File: src/rtl/aux_ctl_pkg.sv
package aux_ctl_pkg;

  // Address key field: the select is taken from the upper address bits
  localparam int KEY_LSB = 16;
  localparam int KEY_W   = 12;

  // Select vector indices
  localparam int SEL_CFG  = 0;
  localparam int SEL_AUXA = 1;
  localparam int SEL_AUXB = 2;
  localparam int SEL_DIAG = 3;
  localparam int SEL_MCTL = 4;
  localparam int SEL_SYSC = 5;
  localparam int SEL_PWRM = 6;
  localparam int NSEL     = 7;

  // Plain byte registers (store and read back all bits)
  localparam int NPLAIN = 4;

  // Bit positions with behaviour attached
  localparam int PF_EN_BIT   = 3;  // configuration: power-fail enable
  localparam int PF_PEND_BIT = 2;  // aux B: power-fail pending
  localparam int AUXB_CLR_BIT = 1; // aux B write: clear pending
  localparam int AUXB_OFF_BIT = 0; // aux B write: shutdown command
  localparam int SYSC_GO_BIT  = 0; // system control: reset command
  localparam logic [7:0] SYSC_CODE = 8'h02;

  function automatic logic [KEY_W-1:0] key_of(input int idx);
    case (idx)
      SEL_CFG:  key_of = 12'h180;
      SEL_AUXA: key_of = 12'h190;
      SEL_AUXB: key_of = 12'h191;
      SEL_DIAG: key_of = 12'h1A0;
      SEL_MCTL: key_of = 12'h1B0;
      SEL_SYSC: key_of = 12'h1F0;
      default:  key_of = 12'hA00;
    endcase
  endfunction

  // Map plain register slot to its select index
  function automatic int plain_sel(input int slot);
    case (slot)
      0:       plain_sel = SEL_CFG;
      1:       plain_sel = SEL_AUXA;
      2:       plain_sel = SEL_DIAG;
      default: plain_sel = SEL_MCTL;
    endcase
  endfunction

  // Plain register slots that survive the soft reset
  function automatic bit plain_keep(input int slot);
    plain_keep = (slot == 2);
  endfunction

endpackage

File: src/rtl/aux_ctl_decode.sv
module aux_ctl_decode
  import aux_ctl_pkg::*;
#(
  parameter int ADDR_W = 28
) (
  input  logic [ADDR_W-1:0] addr,
  output logic [NSEL-1:0]   sel
);

  localparam int KW = ADDR_W - KEY_LSB;

  logic [KW-1:0] key;
  logic          addr_low_unused;

  assign key             = addr[ADDR_W-1:KEY_LSB];
  assign addr_low_unused = ^addr[KEY_LSB-1:0];

  for (genvar i = 0; i < NSEL; i++) begin : g_key
    assign sel[i] = (key == KW'(key_of(i)));
  end

  // at most one location selected
  always_comb begin
    a_r1_onehot_select: assert ($onehot0(sel));
  end

endmodule

File: src/rtl/aux_ctl_byte_reg.sv
module aux_ctl_byte_reg #(
  parameter int DATA_W       = 8,
  parameter bit KEEP_ON_SOFT = 1'b0
) (
  input  logic              clk,
  input  logic              soft_rst_n,
  input  logic              por_n,
  input  logic              wen,
  input  logic [DATA_W-1:0] wdata,
  output logic [DATA_W-1:0] q
);

  logic [DATA_W-1:0] q_nxt;

  always_comb begin
    q_nxt = q;
    if (wen) q_nxt = wdata;
  end

  if (KEEP_ON_SOFT) begin : g_por_only
    always_ff @(posedge clk or negedge por_n) begin
      if (!por_n) q <= '0;
      else        q <= q_nxt;
    end
  end else begin : g_soft
    always_ff @(posedge clk or negedge soft_rst_n) begin
      if (!soft_rst_n) q <= '0;
      else             q <= q_nxt;
    end
  end

endmodule

File: src/rtl/aux_ctl_pfail.sv
module aux_ctl_pfail
  import aux_ctl_pkg::*;
#(
  parameter int DATA_W = 8
) (
  input  logic              clk,
  input  logic              rst_n,
  input  logic              wr_auxb,
  input  logic              wr_clr,
  input  logic              wr_off,
  input  logic              pf_en,
  input  logic              pwr_fail,
  output logic [DATA_W-1:0] auxb_q,
  output logic              irq_o,
  output logic              shutdown_o
);

  logic pend_q, pend_nxt;
  logic off_q,  off_nxt;
  logic shut_q, shut_nxt;

  always_comb begin
    off_nxt  = off_q;
    pend_nxt = pwr_fail & pf_en;
    if (wr_auxb) begin
      off_nxt  = wr_off;
      pend_nxt = wr_clr ? 1'b0 : pend_q;
    end
    shut_nxt = wr_auxb & wr_off;
  end

  always_ff @(posedge clk or negedge rst_n) begin
    if (!rst_n) begin
      pend_q <= 1'b0;
      off_q  <= 1'b0;
      shut_q <= 1'b0;
    end else begin
      pend_q <= pend_nxt;
      off_q  <= off_nxt;
      shut_q <= shut_nxt;
    end
  end

  always_comb begin
    auxb_q               = '0;
    auxb_q[PF_PEND_BIT]  = pend_q;
    auxb_q[AUXB_OFF_BIT] = off_q;
  end

  assign irq_o      = pend_q & pf_en;
  assign shutdown_o = shut_q;

  // pending follows the gated input when no write intervenes
  a_r3_pending_tracks: assert property (@(posedge clk) disable iff (!rst_n)
    !$past(wr_auxb) |-> auxb_q[PF_PEND_BIT] == $past(pwr_fail & pf_en));

  // command bit clears pending
  a_r5_cmd_clears: assert property (@(posedge clk) disable iff (!rst_n)
    $past(wr_auxb & wr_clr) |-> !auxb_q[PF_PEND_BIT]);

  // low bit takes written value
  a_r5_off_bit: assert property (@(posedge clk) disable iff (!rst_n)
    $past(wr_auxb) |-> auxb_q[AUXB_OFF_BIT] == $past(wr_off));

  // shutdown pulse only after a qualifying write
  a_r6_shutdown_cause: assert property (@(posedge clk) disable iff (!rst_n)
    shutdown_o |-> $past(wr_auxb & wr_off));

  a_r6_shutdown_follows: assert property (@(posedge clk) disable iff (!rst_n)
    $past(wr_auxb & wr_off) |-> shutdown_o);

endmodule

File: src/rtl/aux_ctl_sysrst.sv
module aux_ctl_sysrst
  import aux_ctl_pkg::*;
#(
  parameter int DATA_W = 8
) (
  input  logic              clk,
  input  logic              rst_n,
  input  logic              por_n,
  input  logic              wr_sysc,
  input  logic              wr_go,
  output logic [DATA_W-1:0] sysc_q,
  output logic              reset_req_o
);

  logic [DATA_W-1:0] code_q, code_nxt;
  logic              req_q, req_nxt;

  always_comb begin
    code_nxt = code_q;
    if (wr_sysc && wr_go) code_nxt = DATA_W'(SYSC_CODE);
    req_nxt = wr_sysc & wr_go;
  end

  // Status code survives the soft reset
  always_ff @(posedge clk or negedge por_n) begin
    if (!por_n) code_q <= '0;
    else        code_q <= code_nxt;
  end

  always_ff @(posedge clk or negedge rst_n) begin
    if (!rst_n) req_q <= 1'b0;
    else        req_q <= req_nxt;
  end

  assign sysc_q      = code_q;
  assign reset_req_o = req_q;

  // a request always leaves the status code behind
  a_r7_code_with_request: assert property (@(posedge clk) disable iff (!rst_n)
    reset_req_o |-> sysc_q == DATA_W'(SYSC_CODE));

  // writes without the command bit leave the register alone
  a_r7_plain_write_ignored: assert property (@(posedge clk) disable iff (!rst_n)
    $past(wr_sysc && !wr_go) |-> $stable(sysc_q) && !reset_req_o);

endmodule

File: src/rtl/aux_sysctl_regs.sv
module aux_sysctl_regs
  import aux_ctl_pkg::*;
#(
  parameter int ADDR_W = 28,
  parameter int DATA_W = 8
) (
  input  logic              clk,
  input  logic              rst_n,
  input  logic              por_n,
  input  logic [ADDR_W-1:0] bus_addr,
  input  logic              bus_wr,
  input  logic              bus_rd,
  input  logic [DATA_W-1:0] bus_wdata,
  output logic [DATA_W-1:0] bus_rdata,
  input  logic              pwr_fail,
  output logic              irq_out,
  output logic              shutdown_req,
  output logic              sysreset_req
);

  logic              soft_rst_n;
  logic [NSEL-1:0]   sel;
  logic [DATA_W-1:0] plain_q [NPLAIN];
  logic [DATA_W-1:0] auxb_q;
  logic [DATA_W-1:0] sysc_q;
  logic [DATA_W-1:0] cfg_q;

  // Power-on reset also acts as soft reset
  assign soft_rst_n = rst_n & por_n;

  aux_ctl_decode #(.ADDR_W(ADDR_W)) u_decode (
    .addr (bus_addr),
    .sel  (sel)
  );

  for (genvar g = 0; g < NPLAIN; g++) begin : g_plain
    aux_ctl_byte_reg #(
      .DATA_W       (DATA_W),
      .KEEP_ON_SOFT (plain_keep(g))
    ) u_reg (
      .clk        (clk),
      .soft_rst_n (soft_rst_n),
      .por_n      (por_n),
      .wen        (bus_wr & sel[plain_sel(g)]),
      .wdata      (bus_wdata),
      .q          (plain_q[g])
    );
  end

  assign cfg_q = plain_q[0];

  aux_ctl_pfail #(.DATA_W(DATA_W)) u_pfail (
    .clk        (clk),
    .rst_n      (soft_rst_n),
    .wr_auxb    (bus_wr & sel[SEL_AUXB]),
    .wr_clr     (bus_wdata[AUXB_CLR_BIT]),
    .wr_off     (bus_wdata[AUXB_OFF_BIT]),
    .pf_en      (cfg_q[PF_EN_BIT]),
    .pwr_fail   (pwr_fail),
    .auxb_q     (auxb_q),
    .irq_o      (irq_out),
    .shutdown_o (shutdown_req)
  );

  aux_ctl_sysrst #(.DATA_W(DATA_W)) u_sysrst (
    .clk         (clk),
    .rst_n       (soft_rst_n),
    .por_n       (por_n),
    .wr_sysc     (bus_wr & sel[SEL_SYSC]),
    .wr_go       (bus_wdata[SYSC_GO_BIT]),
    .sysc_q      (sysc_q),
    .reset_req_o (sysreset_req)
  );

  // Read mux: selects are one-hot, unmatched keys read zero
  always_comb begin
    bus_rdata = '0;
    if (bus_rd) begin
      for (int i = 0; i < NPLAIN; i++) begin
        if (sel[plain_sel(i)]) bus_rdata = bus_rdata | plain_q[i];
      end
      if (sel[SEL_AUXB]) bus_rdata = bus_rdata | auxb_q;
      if (sel[SEL_SYSC]) bus_rdata = bus_rdata | sysc_q;
    end
  end

  // interrupt never without the enable
  a_r4_irq_needs_enable: assert property (@(posedge clk) disable iff (!soft_rst_n)
    irq_out |-> cfg_q[PF_EN_BIT]);

  // power-management writes touch no stored byte
  a_r10_pwrm_no_store: assert property (@(posedge clk) disable iff (!soft_rst_n)
    $past(bus_wr && sel[SEL_PWRM]) |-> $stable(cfg_q) && $stable(sysc_q)
      && $stable(plain_q[1]) && $stable(plain_q[2]) && $stable(plain_q[3]));

endmodule

File: config.mk
export PLATFORM = sky130hd
export DESIGN_NAME = aux_sysctl_regs
export DESIGN_NICKNAME = d
export VERILOG_FILES = /design/src/rtl/aux_ctl_pkg.sv /design/src/rtl/aux_ctl_decode.sv /design/src/rtl/aux_ctl_byte_reg.sv /design/src/rtl/aux_ctl_pfail.sv /design/src/rtl/aux_ctl_sysrst.sv /design/src/rtl/aux_sysctl_regs.sv
export SDC_FILE = /design/constraint.sdc
export NUM_CORES = 1
export LEC_CHECK = 0
export BUFFER_PORTS_ARGS = -buffer_cell sky130_fd_sc_hd__buf_2
export CAP_MARGIN = 20
export CORE_UTILIZATION = 43
export DETAILED_ROUTE_END_ITERATION = 10
export PLACE_DENSITY = 0.76
export REMOVE_ABC_BUFFERS = 1
export SYNTH_ARGS = -nofsm -noshare
export SYNTH_HDL_FRONTEND = slang
export SYNTH_SLANG_ARGS = --single-unit
File: constraint.sdc
create_clock -name clk -period 6.5 [get_ports clk]
set_input_delay 1.95 -clock clk [delete_from_list [all_inputs] [get_ports clk]]
set_output_delay 1.95 -clock clk [all_outputs]
set_load 0.01 [all_outputs]
=== Word level (Yosys, flattened, before mapping) ===
Index checks and enable logic that the tools add are counted.

* Magnitude comparators: 4
* Equality and inequality tests: 8
* Muxes and demuxes: 30
* Bitwise logic cells: 16
* Reduce and logical (&&, ||, !) cells: 1

{| class="wikitable"
|+ Operators by type and width
! operator !! number
|-
| 32-bit by 5-bit less-than comparator with 1-bit output (second input constant) || 4
|-
| 32-bit 2-to-1 mux || 4
|-
| 8-bit 2-to-1 mux || 12
|-
| 12-bit by 9-bit equality test with 1-bit output (second input constant) || 6
|-
| 8-bit bitwise OR || 3
|-
| 1-bit binary-select mux with 3-bit select || 4
|-
| 12-bit equality test (second input constant) || 1
|-
| 1-bit bitwise AND || 11
|-
| 1-bit 2-to-1 mux || 10
|-
| 8-bit by 2-bit bitwise OR with 8-bit output || 1
|-
| 8-bit by 3-bit bitwise OR with 8-bit output || 1
|-
| 2-bit != test (second input constant) || 1
|-
| 1-bit logical AND || 1
|}

* Flip-flop bits (word level): 37
* Bits of input ports: 42
* Output and inout port bits: 11
* Word-level logic and storage cells: 68

=== Longest topological paths before layout ===
* Depth after elaboration: 21
* Mapped depth: 5
* Gate-level depth less buffers: 3

=== By module ===
A second synthesis with hierarchy kept.

* Cell total of the unflattened synthesis: 164
* Area total of the unflattened synthesis: 2107.0 sq um

{| class="wikitable"
|+ By module, submodules not included
! module !! instances !! cells each !! area an instance (sq um)
|-
| aux_ctl_byte_reg || 4 || 17 || 331.6
|-
| aux_sysctl_regs || 1 || 46 || 336.6
|-
| aux_ctl_pfail || 1 || 18 || 183.9
|-
| aux_ctl_decode || 1 || 20 || 140.1
|-
| aux_ctl_sysrst || 1 || 12 || 120.1
|}

=== Least setup slack after synthesis ===
No wires, ideal clock.

* Path kind: input-to-output
* From: input bus_addr[20]
* To: output bus_rdata[1]
* Arrival: 3430 ps
* Data required time: 4550 ps
* Setup slack: 1120 ps
* Stages: 5
* Path buffers: 2
* Cell sequence: clkbuf_1 -> buf_2 -> and3_1 -> nand3_1 -> a2111oi_0

* Longest elaborated chain between the ends: 21

{| class="wikitable"
|+ Ends and longest elaborated chain
! item !! line !! source
|-
| start, declared || aux_sysctl_regs.sv:10 || <nowiki>input logic [ADDR_W-1:0] bus_addr,</nowiki>
|-
| 12-bit by 9-bit equality test with 1-bit output / 12-bit equality test (equally long branches) || aux_ctl_decode.sv:19 || <nowiki>assign sel[i] = (key == KW'(key_of(i)));</nowiki>
|-
| 1-bit binary-select mux with 3-bit select || aux_sysctl_regs.sv:80 || <nowiki>if (sel[plain_sel(i)]) bus_rdata = bus_rdata | plain_q[i];</nowiki>
|-
| 1-bit 2-to-1 mux (implied by the code) (2 in series) || aux_sysctl_regs.sv:80 ||
|-
| 8-bit 2-to-1 mux || aux_sysctl_regs.sv:80 ||
|-
| 8-bit 2-to-1 mux || aux_sysctl_regs.sv:78 || <nowiki>if (bus_rd) begin</nowiki>
|-
| 8-bit bitwise OR || aux_sysctl_regs.sv:80 ||
|-
| 8-bit 2-to-1 mux || aux_sysctl_regs.sv:80 ||
|-
| 8-bit 2-to-1 mux || aux_sysctl_regs.sv:78 ||
|-
| [4 not listed] || -- ||
|-
| 8-bit 2-to-1 mux || aux_sysctl_regs.sv:80 ||
|-
| 8-bit 2-to-1 mux || aux_sysctl_regs.sv:78 ||
|-
| 8-bit by 3-bit bitwise OR with 8-bit output || aux_sysctl_regs.sv:82 || <nowiki>if (sel[SEL_AUXB]) bus_rdata = bus_rdata | auxb_q;</nowiki>
|-
| 8-bit 2-to-1 mux || aux_sysctl_regs.sv:82 ||
|-
| 8-bit 2-to-1 mux || aux_sysctl_regs.sv:78 ||
|-
| 8-bit by 2-bit bitwise OR with 8-bit output || aux_sysctl_regs.sv:83 || <nowiki>if (sel[SEL_SYSC]) bus_rdata = bus_rdata | sysc_q;</nowiki>
|-
| 8-bit 2-to-1 mux * || aux_sysctl_regs.sv:83 ||
|-
| 8-bit 2-to-1 mux * || aux_sysctl_regs.sv:78 ||
|-
| end, declared || aux_sysctl_regs.sv:14 || <nowiki>output logic [DATA_W-1:0] bus_rdata,</nowiki>
|}

Mark *: on every way between the ends. The rest lies on a longest branch, timed or not. The select of a mux whose other input is x is not followed.

=== Final worst setup path ===
* From: input bus_addr[19]
* To: output bus_rdata[0]

The elaborated chain is that of the path after synthesis.

==> results.tsv <==
stage	metric	value	unit
logic_synthesis	synth_area	1892	sq um
timing	finalHoldViolCount	0	
timing	finalSetupViolations	0	
cells_and_area	final_util	0.5412	
timing	timing.final.crit_share	0.8512	
logic_synthesis	synth_seq_cells	37	
setup_path	worst_path_most_repeated_cell	buf_2	
cts	clockBufferDepth	2	
routing	drt_wl_total	4119	um
cts	ctsHoldBuffers	0	
global_routing	antenna_found_initial	0	
cells_and_area	drive_gt1_frac	0.4830	
logic_synthesis	synth_edf_count	0	
logic_synthesis	yosys_warnings	0	
timing	rsz0062_at_grt	no	
global_routing	use_met3	0.04667	
logic_synthesis	ys_async_sr_fraction	1.000	
logic_synthesis	yosysTopAreaCell	dfrtp_1	
global_routing	busiest_layer	met2	
timing	fmax	0.1807	GHz
setup_path	start_kind	primary input	
timing	finalSetupTns	0	ns
global_routing	grt_pass1_wl	6686	um
cells_and_area	nets	217	
placement	hpwlAfterDp	3049	um
setup_path	cp.arrival	3.58	ns
cells_and_area	multi_input_area	928.4	sq um
global_routing	grt_start_max_net_pins	29	
floorplan	core_region_area	4115	sq um
hold_path	holdCritPathClass	flop to flop	
setup_path	cp_slowest_cell	or4b_1	
pwr	leakagePower	1.122	nW
placement	io_buffers	36	
logic_synthesis	netlist.area_leader.share	0.4894	
global_routing	grt_overflow	0	
pwr	powerDensity	206.1	nW/um^2
outcome	outcome	complete, no violations	
routing	drtIter0Drc	96	
routing	drc	0	
logic_synthesis	yosysSeqAreaShare	0.4894	
logic_synthesis	syn_inst	137	
cts	clock-sinks	37	
cts	tritoncts	built	
global_routing	grt_pass1_vias	1441	
logic_synthesis	synthTopCellsByArea	dfrtp_1, mux2_2, mux4_2	
cts	clkLatencyLatePin	0.29	ns
job	drv_cap	0	
setup_path	path_class	primary input to primary output	
floorplan	fp.dieH	68.33	um
setup_path	cp_max_fo	5	
cells_and_area	regArea	925.9	sq um
placement	routabilityCongestion	0.7553	
timing	fin_crit	5.533	ns
global_routing	met1_usage	0.2351	
logic_synthesis	synth_ff_type	dfrtp_1	
cts	h-tree-depth	2	
global_routing	grt_use_met2	0.3701	
floorplan	dieArea	4669	sq um
floorplan	initial_core_util	0.4597	
setup_path	max_stage_delay	0.74	ns
logic_synthesis	yosys-top-cells-count	dfrtp_1, mux2_2, nor2b_1	
logic_synthesis	yosys.cell_count.top_type	dfrtp_1	
routing	wire_per_inst	18.23	um
global_routing	grt_usage	0.2064	
timing	worst_slew_pin_slew	0.7337	ns
setup_path	critical_path.cell_chain	buf_2 > or4b_1 > nor3_1 > o311a_1 > buf_2	
floorplan	rows	23	
floorplan	io_pins	53	
cts	numCtsBuffers	5	
floorplan	dieWidth	68.33	um
cells_and_area	diodes	0	
routing	firstDrtPassIters	4	
logic_synthesis	ys_types	31	
cts	cts.clk_slew.worst_paths	0.07	ns
timing	slew_headroom	0.5072	
timing	fin_hold_ws	0.4791	ns
cells_and_area	nFillCells	345	
cts	post-cts-setup-buffers	0	
routing	antenna_left	0	
timing	clock_skew	0.002649	ns
timing	drv_slew	0	
setup_path	crit_required	4.55	ns
routing	dr_total_vias	1294	
cts	cts_root_buf	clkbuf_8	
setup_path	worst_setup_path_end_kind	primary output	
pwr	ir_worst_vdd	0.1409	mV
cells_and_area	area_growth_syn_to_layout	17.73	%
cts	post_cts_resized	0	
routing	viasPerCell	5.726	
logic_synthesis	avgSynthCellArea	13.81	sq um
## registers in the layout, indices dropped and copies added (netlist names)
register              cells
g_plain.u_reg.q          32
u_pfail.off_q             1
u_pfail.pend_q            1
u_pfail.shutdown_o        1
u_sysrst.reset_req_o      1
u_sysrst.sysc_q           1
## worst max-delay path: cells and delay by family
kind	cells	cell delay [ns]
AOI/OAI and AO/OA	1	0.25
and+or+nand+nor	2	1.15
buffers and inverters	2	0.23
## layer usage
metal,part of all wire,up-vias
li1,-,593
met1,0.42,655
met2,0.52,41
met3,0.045,5
met4,0.0083,0
met5,0,-
## through the flow
stage | std cells | power [mW] | setup WS, ns | cell area, sq um
detailed placement | 218 | 0.2677 | 0.9711 | 2116
global placement | 218 | 0.2657 | 1.033 | 2116
floorplan | 131 | 0.2479 | 1.330 | 1866
finish | 226 | 0.4590 | 0.9670 | 2227
CTS | 226 | 0.4643 | 0.9653 | 2227
global route | 226 | 0.4763 | 0.8459 | 2227
## layout by cell type, fill, tap and decap left out
cell type and count:
and4b_1 1, or4_1 1, buf_4 1, and2_1 2, o31ai_1 1, dfrtp_1 37, or4b_2 1, nor4_4 4
a2111oi_0 1, bufinv_16 1, clkbuf_8 5, nor4b_1 1, buf_2 36, nand4_1 2, nand4b_1 1, inv_1 2
nor3_1 5, mux2_2 30, mux2i_1 5, mux2_1 3, nand3_1 1, or4b_1 1, and3_1 4, nand3b_1 1
clkinv_1 1, or4bb_1 2, nand2_1 4, mux4_2 6, nor2_1 2, clkbuf_1 1, o311a_1 2, clkinv_4 1
nor4_1 1, nor2b_1 7, nand2b_1 2
## path summary, 6_finish.rpt
| check | start | endpoint | slack, ns | depth (start not counted) |
|---|---|---|---|---|
| min reg2reg | u_sysrst.sysc_q[1] | u_sysrst.sysc_q[1] | 0.48 | 2 |
| min | u_sysrst.sysc_q[1] | u_sysrst.sysc_q[1] | 0.48 | 2 |
| max in group asynchronous | por_n | u_pfail.off_q | 4.23 | 3 |
| max | bus_addr[19] | bus_rdata[0] | 0.97 | 5 |
| min in group asynchronous | por_n | g_plain[2].u_reg.q[4] | 1.53 | 1 |
| max reg2reg | g_plain[0].u_reg.q[3] | g_plain[0].u_reg.q[3] | 5.69 | 1 |
## area by class of cell
class,count,share of cell area
clock buffers,6,0.03258
multi-input cells,91,0.4169
inverters,3,0.005056
well taps,50,0.02809
clock inverters,2,0.01742
repair buffers,37,0.08427
flip-flops and latches,37,0.4157
## where the power goes
part	switching, mW	leakage [nW]	internal, mW	total [mW]
clock network	0.0812	0.0554	0.115	0.196
registers	0.000473	0.508	0.231	0.231
logic	0.0197	0.559	0.0116	0.0313
## cell families (layout without fill, tap and decap cells)
kind of cell | count (synthesis) | in the layout | synth area share
simple gates | 43 | 43 | 0.1772
mux | 44 | 44 | 0.2943
buf+inv | 9 | 48 | 0.01984
flops | 37 | 37 | 0.4894
compound gates | 4 | 4 | 0.01918
Power figures use the tool's default switching activity.
